<file path="src/rtl/txring_fetch.sv">
module txring_fetch #(
  parameter int AW        = 12,
  parameter int IDXW      = 4,
  parameter int RING_BASE = 0,
  parameter int BURST     = 8
) (
  input  logic          clk,
  input  logic          rst_n,
  input  logic          kick,
  output logic          mem_req,
  output logic          mem_we,
  output logic [AW-1:0] mem_addr,
  output logic [31:0]   mem_wdata,
  input  logic          mem_gnt,
  input  logic [31:0]   mem_rdata,
  output logic          out_valid,
  output logic [7:0]    out_data,
  output logic          out_first,
  output logic          out_last,
  output logic          out_crc,
  input  logic          out_ready,
  output logic          pkt_done,
  output logic          busy
);
  localparam int DEPTH = 2 * BURST;
  localparam int PW    = $clog2(DEPTH);
  localparam int CW    = $clog2(DEPTH + 1);
  localparam int BW    = $clog2(BURST + 1);

  typedef enum logic [2:0] {IDLE, D0, D0W, D1, D1W, DATA, WB} st_t;

  st_t            state;
  logic [IDXW-1:0] idx;
  logic [31:0]    d0;
  logic [AW-1:0]  buf_addr;
  logic [10:0]    wreq_left;
  logic [11:0]    bytes_left;
  logic [BW-1:0]  burst_left;
  logic           pend, started, und, kick_pend;
  logic [31:0]    fifo [DEPTH];
  logic [PW-1:0]  wp, rp;
  logic [CW-1:0]  cnt;
  logic [1:0]     bsel;

  logic [AW-1:0] desc_addr;
  logic [31:0]   head;
  logic          fire, push, pop, dgnt, start_burst;
  logic [BW-1:0] burst_load;

  assign desc_addr  = AW'(RING_BASE) + AW'({idx, 1'b0});
  assign busy       = state != IDLE;
  assign mem_req    = (state == D0) || (state == D1) || (state == WB) ||
                      (state == DATA && burst_left != '0);
  assign mem_we     = state == WB;
  assign mem_addr   = (state == DATA) ? buf_addr :
                      (state == D1)   ? desc_addr + AW'(1) : desc_addr;
  assign mem_wdata  = {d0[31:16], 1'b0, d0[14:10], und, d0[8:0]};

  assign head       = fifo[rp];
  assign out_valid  = state == DATA && cnt != '0;
  assign out_data   = head[{bsel, 3'b000} +: 8];
  assign out_first  = out_valid && d0[13] && !started;
  assign out_last   = out_valid && d0[14] && bytes_left == 12'd1;
  assign out_crc    = d0[8];

  assign fire        = out_valid && out_ready;
  assign pop         = fire && (bsel == 2'd3 || bytes_left == 12'd1);
  assign push        = pend;
  assign dgnt        = state == DATA && burst_left != '0 && mem_gnt;
  assign start_burst = state == DATA && burst_left == '0 && wreq_left != '0 &&
                       (int'(cnt) + int'(pend) + BURST) <= DEPTH;
  assign burst_load  = (wreq_left < 11'(BURST)) ? wreq_left[BW-1:0] : BW'(BURST);

  always_ff @(posedge clk) begin
    if (push) fifo[wp] <= mem_rdata;
  end

  always_ff @(posedge clk) begin
    if (!rst_n) begin
      state      <= IDLE;
      idx        <= '0;
      d0         <= '0;
      buf_addr   <= '0;
      wreq_left  <= '0;
      bytes_left <= '0;
      burst_left <= '0;
      pend       <= 1'b0;
      started    <= 1'b0;
      und        <= 1'b0;
      kick_pend  <= 1'b0;
      wp         <= '0;
      rp         <= '0;
      cnt        <= '0;
      bsel       <= '0;
      pkt_done   <= 1'b0;
    end else begin
      pend      <= dgnt;
      pkt_done  <= state == WB && mem_gnt;
      kick_pend <= (kick_pend || kick) && !(state == D0 && mem_gnt);
      if (push) wp <= wp + PW'(1);
      if (pop)  rp <= rp + PW'(1);
      cnt <= cnt + CW'(push) - CW'(pop);
      case (state)
        IDLE: if (kick || kick_pend) state <= D0;
        D0:   if (mem_gnt) state <= D0W;
        D0W: begin
          d0      <= mem_rdata;
          started <= 1'b0;
          und     <= 1'b0;
          state   <= mem_rdata[15] ? D1 : IDLE;
        end
        D1:   if (mem_gnt) state <= D1W;
        D1W: begin
          buf_addr   <= mem_rdata[AW+1:2];
          bytes_left <= d0[27:16];
          wreq_left  <= 11'((13'(d0[27:16]) + 13'd3) >> 2);
          bsel       <= '0;
          state      <= (d0[27:16] == 12'd0) ? WB : DATA;
        end
        DATA: begin
          if (start_burst) burst_left <= burst_load;
          if (dgnt) begin
            burst_left <= burst_left - BW'(1);
            wreq_left  <= wreq_left - 11'd1;
            buf_addr   <= buf_addr + AW'(1);
          end
          if (started && out_ready && !out_valid) und <= 1'b1;
          if (fire) begin
            started    <= 1'b1;
            bytes_left <= bytes_left - 12'd1;
            bsel       <= bsel + 2'd1;
            if (bytes_left == 12'd1) begin
              bsel  <= '0;
              state <= WB;
            end
          end
        end
        WB: if (mem_gnt) begin
          idx   <= d0[12] ? '0 : idx + IDXW'(1);
          state <= D0;
        end
        default: state <= IDLE;
      endcase
    end
  end

  logic [BW:0] run;
  always_ff @(posedge clk) begin
    if (!rst_n) run <= '0;
    else        run <= dgnt ? run + (BW+1)'(1) : '0;
  end

  assert_burst_limit_R9: assert property (@(posedge clk) disable iff (!rst_n)
    run <= (BW+1)'(BURST));
  assert_hold_R11: assert property (@(posedge clk) disable iff (!rst_n)
    out_valid && !out_ready |=> out_valid && $stable(out_data) && $stable(out_last));
  assert_wb_owner_R5: assert property (@(posedge clk) disable iff (!rst_n)
    mem_req && mem_we |-> !mem_wdata[15]);
  assert_done_after_wb_R5: assert property (@(posedge clk) disable iff (!rst_n)
    pkt_done |-> $past(mem_req && mem_we && mem_gnt));
  assert_no_overflow_R3: assert property (@(posedge clk) disable iff (!rst_n)
    cnt <= CW'(DEPTH));
  assert_idle_quiet_R7: assert property (@(posedge clk) disable iff (!rst_n)
    !busy |-> !mem_req && !out_valid);
endmodule

</file>
<file path="config.mk">
export PLATFORM = sky130hd
export DESIGN_NAME = txring_fetch
export DESIGN_NICKNAME = d
export VERILOG_FILES = /design/src/rtl/txring_fetch.sv
export SDC_FILE = /design/constraint.sdc
export NUM_CORES = 1
export LEC_CHECK = 0
export BUFFER_PORTS_ARGS = -buffer_cell sky130_fd_sc_hd__buf_2
export CAP_MARGIN = 15
export CORE_ASPECT_RATIO = 0.7
export CORE_MARGIN = 8
export CORE_UTILIZATION = 51
export DETAILED_ROUTE_END_ITERATION = 6
export GPL_ROUTABILITY_DRIVEN = 0
export HOLD_SLACK_MARGIN = 0.06
export PLACE_DENSITY = 0.66
export SLEW_MARGIN = 20
export SYNTH_ARGS = -nofsm -noshare
export SYNTH_HDL_FRONTEND = slang
export SYNTH_SLANG_ARGS = --single-unit
export TNS_END_PERCENT = 20
</file>
<file path="constraint.sdc">
create_clock -name clk -period 7.9 [get_ports clk]
set_clock_uncertainty 0.15 [all_clocks]
set_input_delay 0.79 -clock clk [delete_from_list [all_inputs] [get_ports clk]]
set_output_delay 0.79 -clock clk [all_outputs]
set_load 0.01 [all_outputs]
</file>
### Word-level counts from Yosys, hierarchy flattened

Memories as Yosys holds them, arrays and structs flattened. A register that Yosys moved wholly into a read port is not among the register bits.
Cells that the tools add are included.

| storage, ports and cells | value |
|---|---|
| memories kept | 1 |
| bits in registers | 98 |
| RAM bits | 512 |
| output and inout bits | 60 |
| input port bits | 37 |
| logic and storage cells | 124 |

Memory list:

| name | depth | bits a word | rd ports | clocked after Yosys merged registers in | write ports | line | source |
|---|---|---|---|---|---|---|---|
| fifo | 16 | 32 | 1 | 1 | 1 | 40 | `logic [31:0] fifo [DEPTH];` |

| operators by class | value |
|---|---|
| reductions and logical operators | 42 |
| add/sub/neg operators | 14 |
| order comparisons | 2 |
| equal/unequal tests | 16 |
| shifts and indexed selects | 1 |
| muxes and demuxes | 32 |

Operator list:

| cell | count |
|---|---|
| $pmux W12 S2 | 2 |
| $mux W12 | 3 |
| $shiftx A32 B6 Y8 | 1 |
| $mux W4 | 6 |
| $pmux W11 S2 | 1 |
| $pmux W3 S7 | 1 |
| $mux W3 | 6 |
| $logic_and A1 B1 Y1 | 17 |
| $add A12 B2 Y13 const B | 1 |
| $add A12 B1 Y12 const B | 1 |
| $add A4 B1 Y4 const B | 3 |
| $eq A12 B1 Y1 const B | 1 |
| $logic_not A12 Y1 | 1 |
| $reduce_and A2 Y1 | 6 |
| $sub A12 B1 Y12 const B | 1 |
| $lt A11 B4 Y1 const B | 1 |
| $mux W11 | 1 |
| $reduce_bool A11 Y1 | 1 |
| $sub A11 B1 Y11 const B | 1 |
| $ne A2 B2 Y1 const B | 5 |
| $eq A3 B3 Y1 const B | 3 |
| $mux W2 | 4 |
| $add A6 B4 Y7 const B | 1 |
| $le A7 B5 Y1 const B | 1 |
| other kinds (23) | 38 |

### Longest topological paths before layout

| logic depth | value |
|---|---|
| depth in word-level cells | 6 |
| depth in mapped cells | 15 |

### Least setup slack after synthesis

No wires, ideal clock.

| timing path | value |
|---|---|
| kind | register to register |
| start point | register cnt[3] |
| end point | register cnt[4] |
| buffers on the path | 0 |
| setup time | 0.128 ns |
| stages on the path, launching flop included | 16 |
| arrival time | 2.755 ns |
| data required time | 7.622 ns |
| setup slack | 4.868 ns |
| cells stage by stage | dfxtp_1 -> inv_1 -> ha_1 -> or4b_2 -> nand3_1 -> a21oi_1 -> ha_1 -> inv_1 -> ha_1 -> inv_1 -> fa_1 -> inv_1 -> a21oi_1 -> o21bai_1 -> xnor2_1 -> nor2_1 |

| on the way | value |
|---|---|
| word-level cells in the longest chain between the ends | 5 |
| elaborated cells on any way between the ends | 6 |
| those cells by class | add/sub (2); reduce/logical (4) |

Ends and longest elaborated chain:

| element | line | source |
|---|---|---|
| start: declaration | 42 | `logic [CW-1:0] cnt;` |
| start signal: assignment | 102 | `cnt <= cnt + CW'(push) - CW'(pop);` |
| parallel branches: the longest is 4 deep, another holds $add A5 B1 Y5 | - |  |
| $sub A5 B1 Y5 * | 102 |  |

Mark *: on every way between the ends.
A chain may end at the register's enable or synchronous reset.

==> run summary <==
Crit path kind - reg -> out
Share of cells above drive strength 1 - 22.0%
I/O Pins - 97
Final HPWL DP - 35.4 mm
H-tree levels - 2
Placed Cells - 2237
Initial antenna violation count - 3
Synth top area cells - edfxtp_1, mux4_2, dfxtp_1
Met3 WL - 5.61 mm
Final Non-Filler Cells - 2340
CTS tree - built
Synth Instances - 1539
Die X - 281 um
Post-CTS Setup Bufs - 0
Final global-route overflow total - 0
Largest net degree at the start of global routing - 99
Clock sinks - 612
Fin. Hold Viols - 0
Hold Slack - 304 ps
Vias in the first global route - 14.4k
Clk slew on worst S/H paths - 70 ps
Layout area overhead - 11.2%
Pre-CTS worst setup slack - 3570 ps
Root Driver - clkbuf_16
Core Rows - 68
Normalized max-slew margin - 26.4%
F_max - 0.215 GHz
Final #Nets - 1692
Critical Path Fanout Max - 98
Syn_nets - 1600
Register area share after synthesis - 69.1%
Number of register bits inferred by synthesis - 612
Final Max Tran Viols - 0
Hold Buf Count CTS - 0
Worst setup SP type - flop
Setup TNS - 0 ps
Main synth FF type - edfxtp_1
Port buffer count - 95
Highest metal used - met5
Top-area cell type share of the netlist area - 61.1%
Initial Util - 51.3%
Max Cap Viol - 0
Syn_area_per_cell - 16.3 sq um
LEAKAGE - 8.92 nW
Global-route wire length before repair - 92.9 mm
CP required - 6960 ps
Chip height - 202 um
Final setup fails - 0
CTS max path bufs - 3
Post-cts resize count - 0
Synth Warn # - 0
Syn Std Cell Area - 0.0251 sq mm
Peak supply drop - 0.196 mV
Met1 WL - 27.6 mm
Residual DRC - 0
GRT Util Overall - 21.8%
RSZ-0062 raised after global routing - false
Area after DPL - 0.0263 sq mm
Post-synth EDFFs - 512
DRT Wirelength - 62.1 mm
Detailed-routed wire length on met2 - 27.7 mm
Yosys top cell by area - edfxtp_1
Fill count - 3807
Cts bufs inserted - 56
Design area - 0.0280 sq mm
Worst Path Arrival - 3720 ps
Tmin final - 4660 ps
Yosys cell types - 67
Pwr Total - 6.55 mW
Async S/R FF share, synth - 0%
Area of the core - 0.0490 sq mm
Clock latency on the worst-skew pair - 590 ps
P per Cell Area - 234 mW/mm^2
Vias - 14.4k
Utilization after layout - 57.0%
Run status - completed
DRT antenna net count - 0
Worst-Margin Slew - 1090 ps
Period utilization - 59.0%
DRT Pass-1 Iters - 5
Wirelength per Cell - 26.5 um
Initial DRC Count - 1684
Die area - 0.0568 sq mm
Final worst setup slack - 3240 ps
Via density - 6.15
Min-Delay Path Class - reg -> reg
CP Capture Type - output pin
-- layer usage --
metal | vias up | GRT usage [%]
met5 | - | 0.795
met4 | 6 | 4.43
li1 | 6266 | -
met3 | 86 | 4.30
met2 | 649 | 32.5
met1 | 7395 | 33.2
-- registers in the layout, summed over array words and instances, names as in the netlist, named ones only --
signal and count:
burst_left 4, rp 4, d0 30, state 3
buf_addr 12, wreq_left 11, bsel 2, idx 4
wp 4, und 1, kick_pend 1, fifo 512
pend 1, bytes_left 12, cnt 5, started 1
pkt_done 1
-- cell type report --
cell class / instances / area (sq um) / area share [%]
sequential: 612 / 17400 / 62.2
multi-input combinational: 811 / 7240 / 25.9
clock buffer: 68 / 1470 / 5.25
tap: 665 / 832 / 2.98
timing repair buffer: 126 / 741 / 2.65
clock inverter: 33 / 191 / 0.685
inverter: 24 / 90.1 / 0.322
antenna: 1 / 2.50 / 0.00895
-- Yosys cell counts (all sizes together) (14+ instances only) --
master / n
dfxtp: 100
nor3: 20
mux4: 133
inv: 24
ha: 23
mux2i: 29
edfxtp: 512
buf: 45
a31oi: 17
mux2: 14
nor2: 74
and2: 26
nand3: 22
nand2: 137
a211oi: 15
o21ai: 30
clkbuf: 47
a21oi: 82
-- where the power goes --
group / switching, mW / total (mW) / internal (mW)
Combinational: 0.284 / 0.415 / 0.131
Clock: 1.16 / 2.51 / 1.35
Sequential: 0.0883 / 3.63 / 3.54
-- worst paths after layout --
check / start / cells after the start / to / slack (ps)
worst max-delay path: flop / 7 / out_data[0] / 3240
worst min-delay path: und / 2 / und / 300
worst max register to register: state[0] / 14 / cnt[4] / 4010
worst min register to register: und / 2 / und / 300
-- kinds of logic after synthesis --
logic type	Yosys count	share of synthesized area (%)
AOI/OAI and AO/OA	225	5.85
xor gates and xnor gates	20	0.697
adders and majority gates	24	1.22
buffers and inverters	116	2.19
DFF	612	69.1
muxes	176	13.9
other	1	0.0149
and+or+nand+nor	365	6.96
-- worst max-delay path: stages, from the launching register on --
cell     delay (ps)
dfxtp_4         580
buf_12          660
mux4_1          650
mux4_2          550
nor3b_1         210
a31oi_1         180
nand2_1         100
buf_2           160
-- layout by cell type (no fill, tap or decap), types with 10 or more instances in the layout --
master and count:
a211oi_1 15, clkinv_1 16, and2_1 10, mux2_2 14
ha_1 23, inv_1 23, nand3_1 22, dfxtp_1 96
a21oi_1 81, xnor2_1 13, mux4_2 116, edfxtp_1 512
buf_4 29, nand4_1 10, buf_2 95, mux4_1 17
mux2i_1 29, a31oi_1 17, clkbuf_1 11, and2_2 16
o22ai_1 10, nand2b_1 12, nor4_1 13, o21ai_0 30
clkbuf_16 57, nand2_1 137, nor3_1 20, nor2_1 73
(Power assumes the default switching activity.)
